**config.mk**
```make
export PLATFORM = sky130hd
export DESIGN_NAME = gpio_ioc_detector
export DESIGN_NICKNAME = d
export VERILOG_FILES = /design/src/rtl/ioc_pkg.sv /design/src/rtl/ioc_pin_detect.sv /design/src/rtl/ioc_capture.sv /design/src/rtl/ioc_irq_drive.sv /design/src/rtl/gpio_ioc_detector.sv
export SDC_FILE = /design/constraint.sdc
export NUM_CORES = 1
export LEC_CHECK = 0
export ABC_AREA = 1
export BUFFER_PORTS_ARGS = -buffer_cell sky130_fd_sc_hd__buf_4
export CORE_MARGIN = 2
export CORE_UTILIZATION = 49
export CTS_CLUSTER_DIAMETER = 40
export DETAILED_ROUTE_END_ITERATION = 7
export PLACE_DENSITY = 0.84
export SLEW_MARGIN = 20
export SYNTH_ARGS = -nofsm -noshare
export SYNTH_HDL_FRONTEND = slang
export SYNTH_SLANG_ARGS = --single-unit
export TNS_END_PERCENT = 10
```
**constraint.sdc**
```tcl
create_clock -name clk -period 2.2 [get_ports clk]
set_input_delay 0.33 -clock clk [delete_from_list [all_inputs] [get_ports clk]]
set_output_delay 0.33 -clock clk [all_outputs]
set_load 0.02 [all_outputs]
```
**src/rtl/ioc_pkg.sv**
```systemverilog
// Shared types for the interrupt-on-change detector.
package ioc_pkg;
    localparam int PORT_W_DEF = 8;

    // Which register read releases a pending interrupt.
    typedef enum logic {
        CLR_BY_PORT = 1'b0,
        CLR_BY_SNAP = 1'b1
    } clr_src_e;
endpackage

```
**src/rtl/ioc_pin_detect.sv**
```systemverilog
// Per-pin trigger detection.
// Assumes pin_i is already synchronized to clk. The previous-level register
// follows the pins on every clock, including during reset, so leaving reset
// with steady pins produces no change event.
module ioc_pin_detect #(
    parameter int W = ioc_pkg::PORT_W_DEF
) (
    input  logic         clk,
    input  logic [W-1:0] pin_i,
    input  logic [W-1:0] en_i,
    input  logic [W-1:0] mode_i,
    input  logic [W-1:0] ref_i,
    output logic [W-1:0] trig_o
);
    logic [W-1:0] prev_q;

    // Track last clock's pin levels for change detection.
    always_ff @(posedge clk) begin
        prev_q <= pin_i;
    end

    for (genvar i = 0; i < W; i++) begin : g_bit
        logic diff_prev;
        logic diff_ref;
        assign diff_prev = pin_i[i] ^ prev_q[i];
        assign diff_ref  = pin_i[i] ^ ref_i[i];
        // Select the trigger source for this pin and gate it with its enable.
        always_comb begin
            trig_o[i] = en_i[i] & (mode_i[i] ? diff_ref : diff_prev);
        end
    end
endmodule

```
**src/rtl/ioc_capture.sv**
```systemverilog
// Pending state, cause flags and port snapshot.
// Assumes read strobes last one cycle. A clear wins over a trigger in the
// same cycle; a trigger arriving while pending is not recorded.
module ioc_capture #(
    parameter int W = ioc_pkg::PORT_W_DEF
) (
    input  logic             clk,
    input  logic             rst_n,
    input  logic [W-1:0]     trig_i,
    input  logic [W-1:0]     pin_i,
    input  ioc_pkg::clr_src_e clr_src_i,
    input  logic             rd_port_i,
    input  logic             rd_snap_i,
    output logic             pend_o,
    output logic [W-1:0]     flags_o,
    output logic [W-1:0]     snap_o
);
    logic clr_hit;

    // Decode which read strobe is the active clear.
    always_comb begin
        clr_hit = (clr_src_i == ioc_pkg::CLR_BY_SNAP) ? rd_snap_i : rd_port_i;
    end

    // Take, hold and release the interrupt record.
    always_ff @(posedge clk) begin
        if (!rst_n) begin
            pend_o  <= 1'b0;
            flags_o <= '0;
            snap_o  <= '0;
        end else if (pend_o && clr_hit) begin
            pend_o  <= 1'b0;
            flags_o <= '0;
        end else if (!pend_o && (|trig_i)) begin
            pend_o  <= 1'b1;
            flags_o <= trig_i;
            snap_o  <= pin_i;
        end
    end
endmodule

```
**src/rtl/ioc_irq_drive.sv**
```systemverilog
// Interrupt pin stage: push-pull with polarity, or open-drain as an
// output enable plus a data line that is low whenever enabled.
module ioc_irq_drive (
    input  logic pend_i,
    input  logic act_high_i,
    input  logic open_drain_i,
    output logic irq_o,
    output logic irq_oe_o
);
    // Map pending state onto the selected drive type.
    always_comb begin
        if (open_drain_i) begin
            irq_oe_o = pend_i;
            irq_o    = 1'b0;
        end else begin
            irq_oe_o = 1'b1;
            irq_o    = act_high_i ? pend_i : ~pend_i;
        end
    end
endmodule

```
**src/rtl/gpio_ioc_detector.sv**
```systemverilog
// Top level of the interrupt-on-change detector. Assumes all inputs are
// synchronous to clk. Outputs flags_o/snap_o are registered; the interrupt
// pin is a combinational function of the registered pending bit.
module gpio_ioc_detector #(
    parameter int W = ioc_pkg::PORT_W_DEF
) (
    input  logic         clk,
    input  logic         rst_n,
    input  logic [W-1:0] pin_i,
    input  logic [W-1:0] irq_en_i,
    input  logic [W-1:0] cmp_mode_i,
    input  logic [W-1:0] ref_val_i,
    input  logic         clr_on_cap_i,
    input  logic         act_high_i,
    input  logic         open_drain_i,
    input  logic         rd_port_i,
    input  logic         rd_cap_i,
    output logic [W-1:0] flags_o,
    output logic [W-1:0] snap_o,
    output logic         irq_o,
    output logic         irq_oe_o
);
    logic [W-1:0] trig;
    logic         pend;

    ioc_pin_detect #(.W(W)) u_detect (
        .clk    (clk),
        .pin_i  (pin_i),
        .en_i   (irq_en_i),
        .mode_i (cmp_mode_i),
        .ref_i  (ref_val_i),
        .trig_o (trig)
    );

    ioc_capture #(.W(W)) u_capture (
        .clk       (clk),
        .rst_n     (rst_n),
        .trig_i    (trig),
        .pin_i     (pin_i),
        .clr_src_i (ioc_pkg::clr_src_e'(clr_on_cap_i)),
        .rd_port_i (rd_port_i),
        .rd_snap_i (rd_cap_i),
        .pend_o    (pend),
        .flags_o   (flags_o),
        .snap_o    (snap_o)
    );

    ioc_irq_drive u_drive (
        .pend_i       (pend),
        .act_high_i   (act_high_i),
        .open_drain_i (open_drain_i),
        .irq_o        (irq_o),
        .irq_oe_o     (irq_oe_o)
    );
endmodule

```
==> run summary, run 1 <==
Status = finished, final reports clean
# fillers = 192
Via density = 5.01
Hold-fix buffers at CTS = 0
Clock sink count = 25
Hold Fails Final Rpt = 0
Worst slew pin tran = 0.580 ns
Post-route cell area = 1640 sq um
Pleak = 0.923 nW
Syn Nets = 218
Layout Utilization = 72.1%
HP Start = pin_i[1]
Register bit total from synthesis = 25
Maximum clock path buffer count = 2
CTS Buf Count = 3
Capture point of the worst reg-to-reg path = u_capture.snap_o[3]
RSZ-0062 raised after global routing = false
Unique cell type count in the Yosys netlist = 19
Vias = 1303
Die ar. = 2870 sq um
Core Area = 2280 sq um
Clock skew = 0.00528 ns
Share of the synthesized area in the top cell type = 41.6%
Reg area = 500 sq um
Post-synthesis sequential area ratio = 41.6%
Placer congestion estimate = 0.719
Drt wl/cell = 11.1 microns
Largest cells by area after synthesis = dfxtp_1 (42%), nand2_1 (17%), nand3_1 (12%)
Worst rel slew slack = 61.2%
Setup TNS = 0 ns
PwrDens = 638 nW/um^2
Hold path cells = 1
Fmax = 0.613 GHz
Critical Path AT = 1.86 ns
Commonest non-fill, non-tap cells in the layout = buf_4 (57), nand2_1 (53), nand3_1 (29)
Period utilization = 74.1%
Final slew viol count = 0
DRT iter0 DRCs = 15
CP Data Required Time = 2.43 ns
Standard-cell row count = 17
Worst-path clk slew = 0.14 ns
Layout cells sized above 1 = 28.9%
Worst min path class = in2reg
Die width = 53.6 microns
I/O Buffers = 56
Placed Area = 1610 sq um
Vias in the first global route = 1132
Reg-to-reg slack, setup = 0.57 ns
CTS tree = built
CP Launch Type = flip-flop
Max VDD drop = 0.498 mV
Hold endpoint = u_detect.prev_q[1]
Kind of end point of the critical path = flip-flop
Syn avg cell area = 6.72 sq um
Initial Util = 52.9%
Ports = 57
Cell count after synthesis = 179
Die H = 53.6 microns
Setup violation total in the final timing report = 0
Worst-path maximum fanout = 33
Worst Setup Path Type = reg2reg
Clk Latency, worst-skew pair = 0.32 ns
Synth warn = 0
Commonest non-fill, non-tap cell in the layout = buf_4
Synthesized area = 1200 sq um
DRT antenna net count = 0
Routed WL = 2880 microns
Total GRT Usage = 21.3%
Antenna violations before repair = 0
Synth-to-layout area growth = 36.3%
Largest net degree at the start of global routing = 34
Antenna Cells = 0
First-pass GRT wire length = 4510 microns
GR Overflow Total = 0
Multi-input logic area = 576 sq um
First element of the critical path = u_detect.prev_q[1]
Htree depth = 1
Max-cap violations = 0
FF-to-FF Start = u_detect.prev_q[1]
Placed wire-length estimate = 2210 microns
Root buffer cell = clkbuf_4
Final #Nets = 272
R2R depth = 9
Postcts setup bufs = 0
DR pass1 iterations = 4
# DRC = 0
Fin crit period = 1.63 ns
Resize count post-CTS = 0
Leading area contributor after synthesis = dfxtp_1
where the power goes:
| group | internal [mW] | switching, mW |
|---|---|---|
| Combinational | 0.146 | 0.173 |
| Clock | 0.0711 | 0.141 |
| Sequential | 0.494 | 0.0213 |
flip-flops by register name, indices dropped and copies added, names as in the netlist:
register / flops
u_capture.snap_o: 8
u_capture.pend_o: 1
u_detect.prev_q: 8
u_capture.flags_o: 8
Yosys cell counts:
| master | n |
|---|---|
| nand2_1 | 53 |
| nand3_1 | 29 |
| dfxtp_1 | 25 |
| inv_1 | 18 |
| nor2_1 | 18 |
| a21oi_1 | 16 |
| nand3_2 | 4 |
| buf_2 | 3 |
| buf_6 | 2 |
| clkbuf_1 | 2 |
| buf_4 | 1 |
| clkinv_1 | 1 |
| inv_2 | 1 |
| mux2i_1 | 1 |
| nand2_2 | 1 |
| nor2_2 | 1 |
| o21a_1 | 1 |
| o21ai_1 | 1 |
| xor2_1 | 1 |
layout make-up:
| type | instances | area share [%] |
|---|---|---|
| Tap cell | 28 | 2.14 |
| Inverter | 20 | 4.58 |
| Multi-Input combinational cell | 126 | 35.1 |
| Timing Repair Buffer | 57 | 26.1 |
| Clock buffer | 4 | 1.60 |
| Sequential cell | 25 | 30.5 |
critical path, stage by stage (launching register included):
cell and delay (ns):
dfxtp_1 0.33, nand2_1 0.06, nand2_1 0.06, nand2_1 0.05, nand3_1 0.10, nand2_1 0.07
nor2_1 0.13, nand2_2 0.36, a21oi_1 0.30, nor2_1 0.07
cells by family (layout without fill, tap and decap cells):
kind of cell,Yosys count,count (layout),synth area share (%)
xor gates and xnor gates,1,1,0.728
muxes,1,1,0.832
and+or+nand+nor,106,106,38.6
AOI/OAI and AO/OA,18,18,7.69
buffers and inverters,28,81,10.6
DFF,25,25,41.6
through the flow:
| stage | power [mW] | setup WS (ns) | cells | hold WS, ns |
|---|---|---|---|---|
| after floorplan | 0.713 | 0.915 | 179 | 0.358 |
| after global placement | 0.832 | 0.502 | 256 | 0.451 |
| after detailed placement | 0.844 | 0.436 | 256 | 0.453 |
| after CTS | 1.05 | 0.574 | 260 | 0.103 |
| after global routing | 1.11 | 0.445 | 260 | 0.0992 |
| final | 1.05 | 0.569 | 260 | 0.111 |
routing by layer:
layer  up-vias  track usage (%)  part of all wire, %  wire [microns]
met4         0             6.41                 0.83              24
met1       583             24.3                   41            1170
met5         -                0                    0               0
li1        672                -                    -               -
met3         4             3.89                  7.1             204
met2        44             40.1                   51            1480
worst max path at each step:
stage	to	cells past startpoint
floorplan	u_capture.flags_o[0]	11
global route	u_capture.snap_o[1]	9
global placement	u_capture.snap_o[2]	11
detailed placement	u_capture.snap_o[3]	11
CTS	u_capture.snap_o[3]	9
finish	u_capture.snap_o[3]	9
(Power assumes the default switching activity.)
==> inputs of run 2 (changes only) <==
Settings changed: ABC_AREA 1 to 0, CORE_UTILIZATION 49 to 44, PLACE_DENSITY 0.84 to 0.78.
Clock period 2.2 ns to 1.65 ns, I/O delays scaled along.
==> run 2 against run 1 <==
  * Synthesized cell count decreased by 33%
  * Die area increased by 3.4%
  * Register-to-register slack got worse by 0.49 ns
  * Power increased by 28%
  * Cell area increased by 3.1%
  * Combinational power increased by 21%
  * Utilization decreased by 3.2 points
  * Setup slack got worse by 0.49 ns
  * Sequential share of layout area decreased by 0.85 points
  * Critical path type unchanged
  * Largest cell class unchanged
  * Largest power group unchanged
==> run summary, run 2 <==
Status = finished, final reports clean
# DRC = 0 (unchanged)
Vias = 1061 (-19%)
Register bit total from synthesis = 25 (unchanged)
First-pass GRT wire length = 3880 microns (-14%)
Critical Path AT = 1.83 ns (-0.03 ns)
Crit path largest cell delay = 0.36 ns (about the same)
Hold Fails Final Rpt = 0 (unchanged)
CTS Buf Count = 3 (unchanged)
Multi-input logic area = 609 sq um (+5.9%)
Syn Nets = 159 (-27%)
Switching power = 393 uW (+17%)
Clock sink count = 25 (unchanged)
DR pass1 iterations = 4 (unchanged)
I/O Buffers = 56 (unchanged)
Root buffer cell = clkbuf_4
Commonest cells post-synth = nand2_1 (33), dfxtp_1 (25), mux2i_1 (24)
Standard-cell row count = 18 (+1)
CP Launch Type = flip-flop
Count leader, synth = nand2_1
Flop pwr share = 50.6% (+1.4 points)
CTS tree = built
Placed wire-length estimate = 2000 microns (-9.6%)
Final slew viol count = 0 (unchanged)
CP max stage cell = mux2i_1
Largest cells by area after synthesis = dfxtp_1 (45%), mux2i_1 (21%), nand2_1 (11%)
Post-synthesis sequential area ratio = 44.7% (+3.1 points)
Reg-to-reg slack, setup = 0.08 ns (-0.49 ns)
Clock Power Share = 20.5% (+0.2 points)
Syn avg cell area = 9.33 sq um (+39%)
Share of the synthesized area in the top cell type = 44.7% (+3.1 points)
Setup TNS = 0 ns (unchanged)
Period utilization = 95.3% (+21 points)
Via density = 4.91 (-2.0%)
Worst rel slew slack = 71.9% (+11 points)
Max VDD drop = 0.570 mV (+14%)
Critical Path, Cell by Cell = mux2i_1, mux2i_1, nor4_2, a21oi_4, buf_12, mux2i_1
Clock skew = 0.00988 ns (+0.00460 ns)
Switch share = 29.3% (-2.8 points)
Die width = 54.5 microns (+1.7%)
Cell count after synthesis = 120 (-33%)
Antenna Cells = 0 (unchanged)
Most Frequent Cell on Critical Path = mux2i_1
Unique cell type count in the Yosys netlist = 15 (-4)
Max-cap violations = 0 (unchanged)
RSZ-0062 raised after global routing = true
Combinational share of power = 28.8% (-1.7 points)
Fmax = 0.636 GHz (+3.7%)
Most used DFF post-synth = dfxtp_1
WHS = 0.0388 ns (-0.0721 ns)
Fin crit period = 1.57 ns (-0.0585 ns)
Internal Power = 948 uW (+33%)
Drt wl/cell = 12.2 microns (+9.7%)
Placement Setup Slack = -0.394 ns (-0.830 ns)
Layout cells sized above 1 = 40.9% (+12 points)
Worst min path class = in2reg
Buf/Inv on CP = 1 (+1)
Synthesized area = 1120 sq um (-7.0%)
Synth-to-layout area growth = 51.1%
CP Data Required Time = 1.91 ns (-0.52 ns)
Total power = 1.34 mW (+28%)
Ports = 57 (unchanged)
Number of synthesized flops with an enable pin = 0 (unchanged)
Core Area = 2450 sq um (+7.9%)
Antenna violations before repair = 0 (unchanged)
Worst-path clk slew = 0.14 ns (about the same)
Top delay family on crit path = multiplexers
Commonest non-fill, non-tap cells in the layout = buf_4 (66), nand2_1 (33), mux2i_1 (24), dfxtp_1 (24), nand2b_1 (9)
Leading registers by flop count = u_capture.flags_o: 8 flops, u_capture.snap_o: 8 flops, u_detect.prev_q: 8 flops
Kind of end point of the critical path = flip-flop
DRT antenna net count = 0 (unchanged)
Vias in the first global route = 897 (-21%)
Worst Setup Path Type = reg2reg
Post-synthesis async set-or-reset flop share = 0% (unchanged)
GR Overflow Total = 0 (unchanged)
Pleak = 0.823 nW (-11%)
Initial Util = 45.6% (-7.3 points)
Reg area = 502 sq um (+0.25%)
Final #Nets = 226 (-17%)
Htree depth = 1 (unchanged)
PwrDens = 793 nW/um^2 (+24%)
Commonest non-fill, non-tap cell in the layout = buf_4
Total GRT Usage = 18.3% (-3.0 points)
Worst-path maximum fanout = 16 (-52%)
Routed WL = 2630 microns (-8.9%)
Post-route cell area = 1690 sq um (+3.1%)
Clk Latency, worst-skew pair = 0.32 ns (about the same)
Worst slew pin tran = 0.418 ns (-0.162 ns)
Setup violation total in the final timing report = 0 (unchanged)
Maximum clock path buffer count = 2 (unchanged)
Placer congestion estimate = 0.691 (-3.9%)
Leading area contributor after synthesis = dfxtp_1
Placed Area = 1630 sq um (+0.78%)
Die H = 54.5 microns (+1.7%)
DRT iter0 DRCs = 28 (+13)
Final worst setup slack = 0.0776 ns (-0.491 ns)
Die ar. = 2960 sq um (+3.4%)
# fillers = 203 (+5.7%)
Synth warn = 0 (unchanged)
Largest net degree at the start of global routing = 18 (-47%)
==> run 2: final cells by class <==
cell class / instances / share of cell area, %
Clock inverter: 1 / 0.296
Tap cell: 30 / 2.22
Multi-Input combinational cell: 90 / 36.0
Sequential cell: 25 / 29.7
Timing Repair Buffer: 67 / 30.5
Clock buffer: 3 / 1.33
==> run 2: path summary, 6_finish.rpt <==
| check | from | endpoint | cells after the start |
|---|---|---|---|
| setup / recovery | u_detect.prev_q[1] | u_capture.snap_o[5] | 6 |
| setup reg to reg | u_detect.prev_q[1] | u_capture.snap_o[5] | 6 |
| hold / removal | pin_i[3] | u_detect.prev_q[3] | 1 |
| hold reg to reg | u_capture.flags_o[3] | u_capture.flags_o[3] | 2 |
==> run 2: logic make-up after synthesis <==
kind of cell / after synthesis / share of synthesized area, %
and+or+nand+nor: 53 / 24.0
muxes: 25 / 22.5
DFF: 25 / 44.7
AOI/OAI and AO/OA: 11 / 5.70
buffers and inverters: 5 / 2.35
xor gates and xnor gates: 1 / 0.782
==> run 2: power by group through the flow <==
stage | clock network [mW] | registers (mW) | logic [mW]
6_report | 0.275 | 0.679 | 0.387
5_1_grt | 0.309 | 0.684 | 0.416
4_1_cts | 0.280 | 0.679 | 0.382
3_5_place_dp | 0 | 0.692 | 0.362
3_3_place_gp | 0 | 0.689 | 0.353
2_1_floorplan | 0 | 0.720 | 0.157
==> run 2: metal layers <==
| metal | routed length [microns] | vias to the layer above | global-route usage [%] |
|---|---|---|---|
| met4 | 25 | 0 | 7.50 |
| met5 | 0 | - | 0 |
| met1 | 1020 | 483 | 21.9 |
| met3 | 154 | 4 | 2.46 |
| met2 | 1420 | 36 | 32.7 |
| li1 | - | 538 | - |
==> run 2: stage by stage <==
step / util (%) / std cells
5_1_grt: 68.9 / 216
2_1_floorplan: - / 120
3_5_place_dp: 66.3 / 211
6_report: 68.9 / 216
4_1_cts: 68.5 / 216
3_3_place_gp: 66.3 / 211
==> run 2: what timing repair did <==
item	4_1_cts	5_1_grt
hold buffers	0	0
cloned	0	0
setup buffers	1	0
pin swaps	1	1
resized for setup	1	2
endpoints found under the setup margin	16	17
